`src/rtl/nanp_pkg.sv`:
```
package nanp_pkg;

    typedef enum logic {
        PICK_A = 1'b0,
        PICK_B = 1'b1
    } pick_e;

    typedef enum logic {
        POLICY_ORDER = 1'b0,
        POLICY_MAG   = 1'b1
    } policy_e;

    typedef struct packed {
        logic quiet;
        logic sig;
    } nan_cls_t;

    function automatic int exp_bits(input int w);
        return (w == 64) ? 11 : 8;
    endfunction

    function automatic int frac_bits(input int w);
        return w - 1 - exp_bits(w);
    endfunction

    function automatic logic cls_is_nan(input nan_cls_t c);
        return c.quiet | c.sig;
    endfunction

endpackage

```
`src/rtl/nanp_classify.sv`:
```
module nanp_classify
    import nanp_pkg::*;
#(
    parameter int WIDTH = 32
) (
    input  logic [WIDTH-2:0] body,
    input  logic             inv_pol,
    output nan_cls_t         cls
);
    localparam int FRACW = frac_bits(WIDTH);

    logic exp_full;
    logic top_bit;
    logic low_any;
    logic std_quiet;
    logic std_sig;

    always_comb begin
        exp_full  = &body[WIDTH-2:FRACW];
        top_bit   = body[FRACW-1];
        low_any   = |body[FRACW-2:0];
        std_quiet = exp_full & top_bit;
        std_sig   = exp_full & ~top_bit & low_any;
        cls.quiet = inv_pol ? std_sig   : std_quiet;
        cls.sig   = inv_pol ? std_quiet : std_sig;
    end
endmodule

```
`src/rtl/nanp_pick.sv`:
```
module nanp_pick
    import nanp_pkg::*;
#(
    parameter int WIDTH = 32
) (
    input  nan_cls_t         cls_a,
    input  nan_cls_t         cls_b,
    input  logic [WIDTH-2:0] body_a,
    input  logic [WIDTH-2:0] body_b,
    input  logic             sign_a,
    input  logic             sign_b,
    input  policy_e          policy,
    output pick_e            pick
);
    logic  a_gt;
    logic  b_gt;
    logic  a_larger;
    pick_e ord_pick;
    pick_e mag_pick;

    always_comb begin
        a_gt     = body_a > body_b;
        b_gt     = body_b > body_a;
        a_larger = a_gt | (~b_gt & ~sign_a & sign_b);

        if (cls_a.sig)        ord_pick = PICK_A;
        else if (cls_b.sig)   ord_pick = PICK_B;
        else if (cls_a.quiet) ord_pick = PICK_A;
        else                  ord_pick = PICK_B;

        if (cls_a.sig) begin
            if (cls_b.sig)        mag_pick = a_larger ? PICK_A : PICK_B;
            else if (cls_b.quiet) mag_pick = PICK_B;
            else                  mag_pick = PICK_A;
        end else if (cls_a.quiet) begin
            if (cls_b.sig || !cls_b.quiet) mag_pick = PICK_A;
            else                           mag_pick = a_larger ? PICK_A : PICK_B;
        end else begin
            mag_pick = PICK_B;
        end

        pick = (policy == POLICY_MAG) ? mag_pick : ord_pick;
    end
endmodule

```
`src/rtl/nanp_quiet.sv`:
```
module nanp_quiet
    import nanp_pkg::*;
#(
    parameter int WIDTH = 32
) (
    input  logic [WIDTH-1:0] chosen,
    input  logic             chosen_sig,
    input  logic             inv_pol,
    output logic [WIDTH-1:0] quieted,
    output logic [WIDTH-1:0] dflt_nan
);
    localparam int EXPW = exp_bits(WIDTH);
    localparam int FRACW = frac_bits(WIDTH);
    localparam logic [WIDTH-1:0] EXP_ONES = ((WIDTH'(1) << EXPW) - WIDTH'(1)) << FRACW;
    localparam logic [WIDTH-1:0] QBIT = WIDTH'(1) << (FRACW - 1);

    always_comb begin
        dflt_nan = inv_pol ? (EXP_ONES | (QBIT - WIDTH'(1))) : (EXP_ONES | QBIT);
        if (!chosen_sig)  quieted = chosen;
        else if (inv_pol) quieted = dflt_nan;
        else              quieted = chosen | QBIT;
    end
endmodule

```
`src/rtl/nanp_sel.sv`:
```
module nanp_sel
    import nanp_pkg::*;
#(
    parameter int WIDTH   = 32,
    parameter bit REG_OUT = 1'b1
) (
    input  logic             clk,
    input  logic             rst,
    input  logic [WIDTH-1:0] op_a,
    input  logic [WIDTH-1:0] op_b,
    input  logic             dflt_mode,
    input  logic             policy_sel,
    input  logic             inv_pol,
    output logic [WIDTH-1:0] nan_out,
    output logic             invalid,
    output logic             no_nan
);
    logic [WIDTH-1:0] opnd [2];
    nan_cls_t         cls  [2];
    pick_e            pick;
    logic [WIDTH-1:0] chosen;
    logic             chosen_sig;
    logic [WIDTH-1:0] quieted;
    logic [WIDTH-1:0] dflt_nan;
    logic             any_nan;
    logic             any_sig;
    logic [WIDTH-1:0] c_res;
    logic             c_inv;
    logic             c_err;

    assign opnd[0] = op_a;
    assign opnd[1] = op_b;

    for (genvar g = 0; g < 2; g++) begin : g_cls
        nanp_classify #(.WIDTH(WIDTH)) u_cls (
            .body    (opnd[g][WIDTH-2:0]),
            .inv_pol (inv_pol),
            .cls     (cls[g])
        );
    end

    nanp_pick #(.WIDTH(WIDTH)) u_pick (
        .cls_a  (cls[0]),
        .cls_b  (cls[1]),
        .body_a (op_a[WIDTH-2:0]),
        .body_b (op_b[WIDTH-2:0]),
        .sign_a (op_a[WIDTH-1]),
        .sign_b (op_b[WIDTH-1]),
        .policy (policy_e'(policy_sel)),
        .pick   (pick)
    );

    always_comb begin
        chosen     = (pick == PICK_B) ? op_b : op_a;
        chosen_sig = (pick == PICK_B) ? cls[1].sig : cls[0].sig;
    end

    nanp_quiet #(.WIDTH(WIDTH)) u_quiet (
        .chosen     (chosen),
        .chosen_sig (chosen_sig),
        .inv_pol    (inv_pol),
        .quieted    (quieted),
        .dflt_nan   (dflt_nan)
    );

    always_comb begin
        any_nan = cls_is_nan(cls[0]) | cls_is_nan(cls[1]);
        any_sig = cls[0].sig | cls[1].sig;
        c_err   = ~any_nan;
        c_inv   = any_nan & ~dflt_mode & any_sig;
        if (!any_nan)       c_res = op_b;
        else if (dflt_mode) c_res = dflt_nan;
        else                c_res = quieted;
    end

    if (REG_OUT) begin : g_reg
        always_ff @(posedge clk) begin
            if (rst) begin
                nan_out <= '0;
                invalid <= 1'b0;
                no_nan  <= 1'b0;
            end else begin
                nan_out <= c_res;
                invalid <= c_inv;
                no_nan  <= c_err;
            end
        end
    end else begin : g_comb
        assign nan_out = c_res;
        assign invalid = c_inv;
        assign no_nan  = c_err;
    end
endmodule

```
`config.mk`:
```
export PLATFORM = sky130hd
export DESIGN_NAME = nanp_sel
export DESIGN_NICKNAME = d
export VERILOG_FILES = /design/src/rtl/nanp_pkg.sv /design/src/rtl/nanp_classify.sv /design/src/rtl/nanp_pick.sv /design/src/rtl/nanp_quiet.sv /design/src/rtl/nanp_sel.sv
export SDC_FILE = /design/constraint.sdc
export NUM_CORES = 1
export LEC_CHECK = 0
export ABC_CLOCK_PERIOD_IN_PS = 4460
export CAP_MARGIN = 10
export CORE_MARGIN = 8
export CORE_UTILIZATION = 50
export CTS_BUF_LIST = sky130_fd_sc_hd__clkbuf_8
export CTS_CLUSTER_DIAMETER = 100
export DETAILED_ROUTE_END_ITERATION = 12
export HOLD_SLACK_MARGIN = 0.02
export PLACE_DENSITY = 0.94
export SYNTH_ARGS = -nofsm -noshare
export SYNTH_HDL_FRONTEND = slang
export SYNTH_HIERARCHICAL = 1
export SYNTH_SLANG_ARGS = --single-unit
```
`constraint.sdc`:
```
create_clock -name clk -period 4.46 [get_ports clk]
set_clock_uncertainty 0.15 [all_clocks]
set_input_delay 0.446 -clock clk [delete_from_list [all_inputs] [get_ports clk]]
set_output_delay 0.446 -clock clk [all_outputs]
set_load 0.005 [all_outputs]
```
==> impl_metrics.env, run 1 <==
export IMPL_finalCritPeriodShare=0.868
export IMPL_syn_area_mm2=0.00356
export IMPL_drive_above_1_share=0.186
export IMPL_avgRoutedWirePerCell_um=16.9
export IMPL_yosysWarnings=6
export IMPL_num_antenna_cells=0
export IMPL_synth_area_per_cell_um2=8.80
export IMPL_crit_path_start_kind="input port"
export IMPL_die_h_um=100
export IMPL_dp_hpwl_um=7550
export IMPL_max_slew_margin=0.341
export IMPL_cts_setup_buffers=0
export IMPL_max_freq_mhz=258
export IMPL_grt_total_usage=0.188
export IMPL_worst_path_max_delay_cell="clkdlybuf4s50_1"
export IMPL_vias=3177
export IMPL_cellPowerDensity_mw_per_mm2=185
export IMPL_clkTransAtPathRegs_ns=0.07
export IMPL_slew_violations=0
export IMPL_portBuffers=102
export IMPL_grt_overflow_total=0
export IMPL_htreeDepth=2
export IMPL_drv_cap=0
export IMPL_min_to="no_nan"
export IMPL_cts_tree="built"
export IMPL_rows=30
export IMPL_arrival_ns=3.84
export IMPL_setup_viol=0
export IMPL_finalWeightedCongestion=0.857
export IMPL_cts_buffers=5
export IMPL_critPathBufInv=3
export IMPL_max_stage_delay_ns=0.57
export IMPL_io_pin_count=103
export IMPL_end_kind="flop"
export IMPL_first_pass_iters=4
export IMPL_cts_buffer_depth=2
export IMPL_irDropWorstVdd_mv=0.0966
export IMPL_via_per_inst=5.57
export IMPL_ys_ff_latch=34
export IMPL_finalHoldViolations=0
export IMPL_cts_resized=0
export IMPL_ys_seq_area_frac=0.191
export IMPL_clock_sinks=34
export IMPL_crit_chain="clkdlybuf4s50_1 > buf_4 > xnor2_1 > nand3_1 > a21oi_1 > a21oi_1 > a211oi_2 > o2111ai_1 > o221a_1 > buf_4 > mux2_2 > mux2_2 > mux2i_1 > a211oi_2"
export IMPL_place_inst=563
export IMPL_instances_no_fill=570
export IMPL_p_leak_nw=1.93
export IMPL_cts_root_buf="clkbuf_8"
export IMPL_routed_wl_um=9650
export IMPL_dieArea_mm2=0.0101
export IMPL_place_ws_ns=0.412
export IMPL_final_antenna_net_count=0
export IMPL_antenna_found_initial=0
export IMPL_grt_pass1_wl_um=15500
export IMPL_fin_crit_ns=3.87
export IMPL_min_delay_start="rst"
export IMPL_holdBufCountCts=0
export IMPL_worst_slew_pin_slew_ns=0.988
export IMPL_setup_tns_ns=0
export IMPL_area_growth_pct=25.4
export IMPL_ys_types=41
export IMPL_final_common_cell="clkdlybuf4s50_1"
export IMPL_grt_setup_unrepaired="false"
export IMPL_status="finished clean"
export IMPL_hold_path_class="in -> reg"
export IMPL_worstSetupPathType="in -> reg"
export IMPL_postSynthCellCount=405
export IMPL_core_mm2=0.00683
export IMPL_final_cell_mix="clkdlybuf4s50_1 (100), nor2_1 (38), inv_1 (35)"
export IMPL_drc=0
export IMPL_cp_required_ns=4.43
export IMPL_cpLargestDelayFamily="compound AO/OA/AOI/OAI gates"
export IMPL_hold_depth=2
export IMPL_grt_max_degree=66
export IMPL_drtIter0Drc=164
export IMPL_grt_pass1_vias=3207
export IMPL_die_x_um=100
export IMPL_fillers=564
export IMPL_worstPathMaxFanout=20
export IMPL_start_util=0.522
export IMPL_fin_ws_ns=0.590
export IMPL_finalNetCount=574
[per-layer routing]
layer  vias to the layer above  GRT usage  part of all wire
met1                      1518      0.202              0.40
met3                        10     0.0554             0.082
li1                       1535          -                 -
met5                         -          0                 0
met2                       114      0.348              0.51
met4                         0     0.0488            0.0096
[cells in the mapped netlist, drive strengths merged]
cell type	instances	share of area
buf	48	0.10
or4	5	0.014
nand2	11	0.012
ha	31	0.11
nor2	38	0.040
and4	8	0.020
and2b	2	0.0049
o221a	1	0.0032
and3	1	0.0018
conb	2	0.0021
nand2b	31	0.054
a221o	1	0.0028
nand3b	1	0.0021
a21o	3	0.0067
nor3	4	0.0056
inv	33	0.035
o21ai	5	0.0070
nand3	3	0.0042
mux2	34	0.11
xnor2	2	0.0049
and2	2	0.0049
nor4	8	0.016
o31ai	1	0.0021
dfxtp	34	0.19
a221oi	1	0.0025
o2111ai	1	0.0025
nand4	4	0.0070
a211oi	36	0.12
a22oi	1	0.0021
mux2i	32	0.090
a21oi	16	0.022
clkbuf	5	0.0053
[worst max-delay path by stage]
| stage | start | to | cells after the start |
|---|---|---|---|
| floorplan | op_b[5] | nan_out[22] | 13 |
| global placement | op_b[5] | nan_out[22] | 13 |
| detailed placement | inv_pol | nan_out[22] | 14 |
| CTS | inv_pol | nan_out[22] | 14 |
| global route | inv_pol | nan_out[22] | 14 |
| finish | inv_pol | nan_out[22] | 14 |
[area by class of cell]
class,instances,area [um^2],area share
sequential,34,681,0.152
timing repair buffer,108,1060,0.236
tap,96,120,0.0269
clock buffer,5,68.8,0.0154
clock inverter,2,7.51,0.00168
multi-input combinational,292,2410,0.540
inverter,33,124,0.0277
[through the flow]
step | utilization | power [mW] | hold slack (ns) | area, um^2
finish | 0.654 | 0.828 | 0.658 | 4470
floorplan | - | 0.493 | 0.479 | 3590
detailed placement | 0.643 | 0.618 | 0.951 | 4390
CTS | 0.654 | 0.836 | 0.659 | 4470
global placement | 0.643 | 0.608 | 0.933 | 4390
global route | 0.654 | 0.871 | 0.685 | 4470
[cell families after synthesis]
| family | count (synthesis) | share of synthesized area |
|---|---|---|
| AND/OR/NAND/NOR | 118 | 0.187 |
| buffers and inverters | 86 | 0.140 |
| AO/OA/AOI/OAI | 66 | 0.169 |
| multiplexers | 66 | 0.197 |
| flip-flops | 34 | 0.191 |
| adder cells (fa/ha/maj) | 31 | 0.109 |
| other | 2 | 0.00211 |
| XOR/XNOR | 2 | 0.00492 |
[report_power, final]
group,internal (mW),switching (mW),total (mW)
sequential,0.320,0.00418,0.324
combinational,0.161,0.128,0.289
clock,0.103,0.112,0.215
total,0.584,0.244,0.828
[state kept, by name (all words and copies together), names as in the netlist]
register	flops
nan_out	32
invalid	1
no_nan	1
No activity file was read; power rests on OpenSTA's default activity.
==> inputs of run 2 (changes only) <==
--- a/config.mk
+++ b/config.mk
@@ -14,6 +14,7 @@
 export DETAILED_ROUTE_END_ITERATION = 12
 export HOLD_SLACK_MARGIN = 0.02
 export PLACE_DENSITY = 0.94
+export REMOVE_ABC_BUFFERS = 1
 export SYNTH_ARGS = -nofsm -noshare
 export SYNTH_HDL_FRONTEND = slang
 export SYNTH_HIERARCHICAL = 1
==> run 2 against run 1 <==
Net effect: sequential power barely moved; core utilization rose by 0.44 points; critical path type unchanged; sequential cell count did not move; clock power rose by 34%; first-iteration DRC count rose by 44%; non-clock buffer count fell by 2; cell count fell by 0.18%; setup slack improved by 0.054 ns; critical endpoint is now nan_out[15]; die area did not move; wire length rose by 1.1%.
==> impl_metrics.env, run 2 (same netlist as run 1, synthesis figures left out) <==
export IMPL_cp_required_ns=4.45
export IMPL_holdBufCountCts=0
export IMPL_core_mm2=0.00683
export IMPL_max_freq_mhz=262
export IMPL_die_x_um=100
export IMPL_worstPathMaxFanout=22
export IMPL_grt_pass1_wl_um=15700
export IMPL_grt_max_degree=66
export IMPL_setup_tns_ns=0
export IMPL_status="finished clean"
export IMPL_cts_root_buf="clkbuf_8"
export IMPL_num_antenna_cells=0
export IMPL_slew_violations=0
export IMPL_final_cell_mix="clkdlybuf4s50_1 (100), nor2_1 (38), mux2_2 (34), dfxtp_1 (34), inv_1 (33)"
export IMPL_end_kind="flop"
export IMPL_antenna_found_initial=0
export IMPL_dieArea_mm2=0.0101
export IMPL_start_util=0.522
export IMPL_setup_viol=0
export IMPL_htreeDepth=2
export IMPL_io_pin_count=103
export IMPL_rows=30
export IMPL_finalCritPeriodShare=0.856
export IMPL_drive_above_1_share=0.188
export IMPL_crit_path_start_kind="input port"
export IMPL_final_area_mm2=0.00450
export IMPL_use_met1=0.214
export IMPL_p_switching_uw=256
export IMPL_seq_power_share=0.361
export IMPL_largestRegisters="nan_out (32), invalid (1), no_nan (1)"
export IMPL_drv_cap=0
export IMPL_grt_pass1_vias=3289
export IMPL_die_h_um=100
export IMPL_avgRoutedWirePerCell_um=17.1
export IMPL_pwr_share_comb=0.319
export IMPL_first_pass_iters=4
export IMPL_place_inst=561
export IMPL_grt_total_usage=0.192
export IMPL_hold_path_class="in -> reg"
export IMPL_met2_usage=0.335
export IMPL_p_total_uw=901
export IMPL_clkTransAtPathRegs_ns=0.07
export IMPL_dp_hpwl_um=7460
export IMPL_p_leak_nw=1.94
export IMPL_cellPowerDensity_mw_per_mm2=200
export IMPL_worst_path_max_delay_cell="or4_4"
export IMPL_crit_chain="clkdlybuf4s50_1 > or4_4 > nor2_1 > a21oi_1 > nand2b_1 > a21oi_1 > a211oi_2 > o2111ai_1 > o221a_1 > mux2_2 > nand2_2 > buf_12 > nand2b_1 > mux2i_1 > a211oi_2"
export IMPL_grt_setup_unrepaired="false"
export IMPL_via_per_inst=5.52
export IMPL_finalWeightedCongestion=0.861
export IMPL_grt_busiest_layer="met2"
export IMPL_max_stage_delay_ns=0.56
export IMPL_final_common_cell="clkdlybuf4s50_1"
export IMPL_cts_setup_buffers=0
export IMPL_grt_overflow_total=0
export IMPL_fin_crit_ns=3.82
export IMPL_portBuffers=102
export IMPL_finalNetCount=572
export IMPL_swShare=0.284
export IMPL_worst_slew_pin_slew_ns=1.02
export IMPL_cts_resized=0
export IMPL_final_antenna_net_count=0
export IMPL_drc=0
export IMPL_area_growth_pct=26.2
export IMPL_drtIter0Drc=236
export IMPL_clock_sinks=34
export IMPL_whs_ns=0.665
export IMPL_vias=3141
export IMPL_irDropWorstVdd_mv=0.124
export IMPL_cts_buffers=5
export IMPL_routed_wl_um=9750
export IMPL_cts_buffer_depth=2
export IMPL_p_clk_frac=0.320
export IMPL_arrival_ns=3.81
export IMPL_finalHoldViolations=0
export IMPL_intPower_uw=645
export IMPL_use_met3=0.0588
export IMPL_regMostFlops="nan_out"
export IMPL_max_slew_margin=0.319
export IMPL_instances_no_fill=569
export IMPL_largest_reg_flops=32
export IMPL_place_area_mm2=0.00439
export IMPL_cts_tree="built"
export IMPL_worstSetupPathType="in -> reg"
==> run 2: changes by cell type in the layout (fill, tap and decap cells not counted), sizes merged <==
cell | previous run | this run
inv | 35 | 33
buf | 8 | 6
bufinv | 0 | 1
clkinv | 0 | 2
==> run 2: critical path: cells and delay by family <==
family	cells	cell delay, ns
multiplexers	2	0.47
AO/OA/AOI/OAI	6	1.03
AND/OR/NAND/NOR	5	1.17
buffers and inverters	2	0.69
==> run 2: cell type report <==
type,instances,area [um^2]
clock buffer,5,68.8
clock inverter,3,40.0
fill,556,2330
inverter,33,124
multi-input combinational,292,2410
sequential,34,681
tap,96,120
timing repair buffer,106,1050
==> run 2: power by group through the flow <==
stage / Sequential [mW] / Combinational (mW) / Clock [mW]
floorplan: 0.334 / 0.126 / 0
global placement: 0.332 / 0.274 / 0
detailed placement: 0.332 / 0.285 / 0
CTS: 0.325 / 0.287 / 0.293
global route: 0.326 / 0.314 / 0.306
finish: 0.325 / 0.288 / 0.288
==> run 2: per-stage QoR <==
| step | util | setup slack, ns |
|---|---|---|
| floorplan | - | 0.430 |
| global placement | 0.642 | 0.520 |
| detailed placement | 0.642 | 0.387 |
| CTS | 0.658 | 0.683 |
| global route | 0.658 | 0.426 |
| finish | 0.658 | 0.644 |
==> run 2: final timing paths <==
kind | start | to | slack, ns | cells after the start
max | op_b[3] | nan_out[15] | 0.64 | 15
min | rst | no_nan | 0.67 | 2
==> run 2: routing by layer <==
layer / vias up / wire length (um)
li1: 1534 / -
met1: 1459 / 3990
met2: 128 / 4710
met3: 20 / 863
met4: 0 / 191
met5: - / 0
==> inputs of run 3 (changes only) <==
--- a/config.mk
+++ b/config.mk
@@ -15,6 +15,7 @@
 export HOLD_SLACK_MARGIN = 0.02
 export PLACE_DENSITY = 0.94
 export REMOVE_ABC_BUFFERS = 1
+export SLEW_MARGIN = 40
 export SYNTH_ARGS = -nofsm -noshare
 export SYNTH_HDL_FRONTEND = slang
 export SYNTH_HIERARCHICAL = 1
==> run 3 against run 2 <==
Net effect: sequential share of layout area about the same; setup slack got worse by 0.0050 ns; global-route usage increased by 0.25 points; via count decreased by 0.13%; first-iteration DRC count decreased by 3.8%; largest cell class unchanged.
==> impl_metrics.env, run 3 (same netlist as run 1, synthesis figures left out) <==
export IMPL_status="finished clean"
export IMPL_grt_pass1_vias=3307
export IMPL_grt_setup_unrepaired="false"
export IMPL_cts_tree="built"
export IMPL_crit_path_start_kind="input port"
export IMPL_pwr_share_comb=0.320
export IMPL_final_common_cell="clkdlybuf4s50_1"
export IMPL_use_met3=0.0623
export IMPL_cellPowerDensity_mw_per_mm2=199
export IMPL_multi_input_area_mm2=0.00241
export IMPL_met2_usage=0.339
export IMPL_core_mm2=0.00683
export IMPL_regMostFlops="nan_out"
export IMPL_seq_power_share=0.362
export IMPL_largest_reg_flops=32
export IMPL_finalHoldViolations=0
export IMPL_cts_root_buf="clkbuf_8"
export IMPL_post_route_util=0.659
export IMPL_fin_crit_ns=3.82
export IMPL_first_pass_iters=4
export IMPL_finalCritPeriodShare=0.857
export IMPL_drv_cap=0
export IMPL_io_pin_count=103
export IMPL_max_freq_mhz=262
export IMPL_start_util=0.522
export IMPL_setup_viol=0
export IMPL_drc=0
export IMPL_cts_setup_buffers=0
export IMPL_cp_startpoint="op_b[5]"
export IMPL_avgRoutedWirePerCell_um=17.2
export IMPL_max_slew_margin=0.454
export IMPL_antenna_found_initial=0
export IMPL_p_clk_frac=0.317
export IMPL_use_met1=0.213
export IMPL_holdBufCountCts=0
export IMPL_drtIter0Drc=227
export IMPL_cts_resized=0
export IMPL_finalWeightedCongestion=0.861
export IMPL_grt_pass1_wl_um=15900
export IMPL_final_antenna_net_count=0
export IMPL_hold_path_class="in -> reg"
export IMPL_vias=3137
export IMPL_fillers=555
export IMPL_die_x_um=100
export IMPL_grt_overflow_total=0
export IMPL_num_antenna_cells=0
export IMPL_arrival_ns=3.81
export IMPL_whs_ns=0.502
export IMPL_worstSetupPathType="in -> reg"
export IMPL_die_h_um=100
export IMPL_grt_max_degree=66
export IMPL_slew_violations=0
export IMPL_cp_required_ns=4.45
export IMPL_finalNetCount=572
export IMPL_setup_tns_ns=0
export IMPL_worstPathMaxFanout=22
export IMPL_area_growth_pct=26.4
export IMPL_clkTransAtPathRegs_ns=0.07
export IMPL_p_total_uw=897
export IMPL_intPower_uw=645
export IMPL_clock_sinks=34
export IMPL_dieArea_mm2=0.0101
export IMPL_grt_busiest_layer="met2"
export IMPL_final_cell_mix="clkdlybuf4s50_1 (100), nor2_1 (38), mux2_2 (34), dfxtp_1 (34), inv_1 (33)"
export IMPL_p_switching_uw=252
export IMPL_irDropWorstVdd_mv=0.125
export IMPL_grt_total_usage=0.195
export IMPL_fin_ws_ns=0.639
export IMPL_p_leak_nw=1.94
export IMPL_routed_wl_um=9770
export IMPL_largestRegisters="nan_out (32), invalid (1), no_nan (1)"
export IMPL_via_per_inst=5.51
export IMPL_crit_end="nan_out[15]"
export IMPL_dp_hpwl_um=7460
export IMPL_drive_above_1_share=0.188
export IMPL_place_ws_ns=0.401
export IMPL_cts_buffers=5
export IMPL_cts_buffer_depth=2
export IMPL_rows=30
export IMPL_swShare=0.281
export IMPL_htreeDepth=2
export IMPL_seq_area_um2=681
export IMPL_worst_slew_pin_slew_ns=0.819
export IMPL_portBuffers=102
export IMPL_end_kind="flop"
==> run 3: cell counts in the layout (fill, tap and decap cells not counted) <==
No cell type changed its count.
==> run 3: per-stage QoR <==
step,std cells,cell area (um^2)
final,569,4500
after floorplan,359,3220
after global routing,569,4500
after global placement,561,4390
after detailed placement,561,4390
after CTS,569,4500
==> run 3: power by group through the flow <==
stage	clock network, mW	logic (mW)	registers (mW)
floorplan	0	0.126	0.334
global placement	0	0.274	0.332
detailed placement	0	0.284	0.332
CTS	0.292	0.287	0.325
global route	0.305	0.315	0.326
finish	0.284	0.287	0.325
==> run 3: area by class of cell <==
| class | count | area share |
|---|---|---|
| Clock buffer | 5 | 0.0153 |
| Clock inverter | 3 | 0.00889 |
| Inverter | 33 | 0.0275 |
| Multi-Input combinational cell | 292 | 0.535 |
| Sequential cell | 34 | 0.151 |
| Tap cell | 96 | 0.0267 |
| Timing Repair Buffer | 106 | 0.235 |
==> run 3: how the worst min path moves through the flow <==
| stage | start | end | slack (ns) | cells after the start |
|---|---|---|---|---|
| floorplan | rst | nan_out[0] | 0.36 | 1 |
| global placement | rst | no_nan | 0.93 | 2 |
| detailed placement | rst | no_nan | 0.78 | 2 |
| CTS | rst | no_nan | 0.48 | 2 |
| global route | rst | no_nan | 0.50 | 2 |
| finish | rst | no_nan | 0.50 | 2 |
==> run 3: critical path, cell delays in order <==
cell and delay, ns:
clkdlybuf4s50_1 0.48, or4_1 0.54, nor2_1 0.21, a21oi_1 0.20, nand2b_1 0.12, a21oi_1 0.10, a211oi_2 0.22, o2111ai_1 0.14
o221a_1 0.27, mux2_2 0.30, nand2_2 0.21, buf_12 0.20, nand2b_1 0.08, mux2i_1 0.18, a211oi_2 0.10
==> run 3: routing by layer <==
| layer | wire, um | part of all wire |
|---|---|---|
| met2 | 4660 | 0.48 |
| met5 | 0 | 0 |
| met1 | 4060 | 0.42 |
| met4 | 235 | 0.024 |
| met3 | 817 | 0.084 |
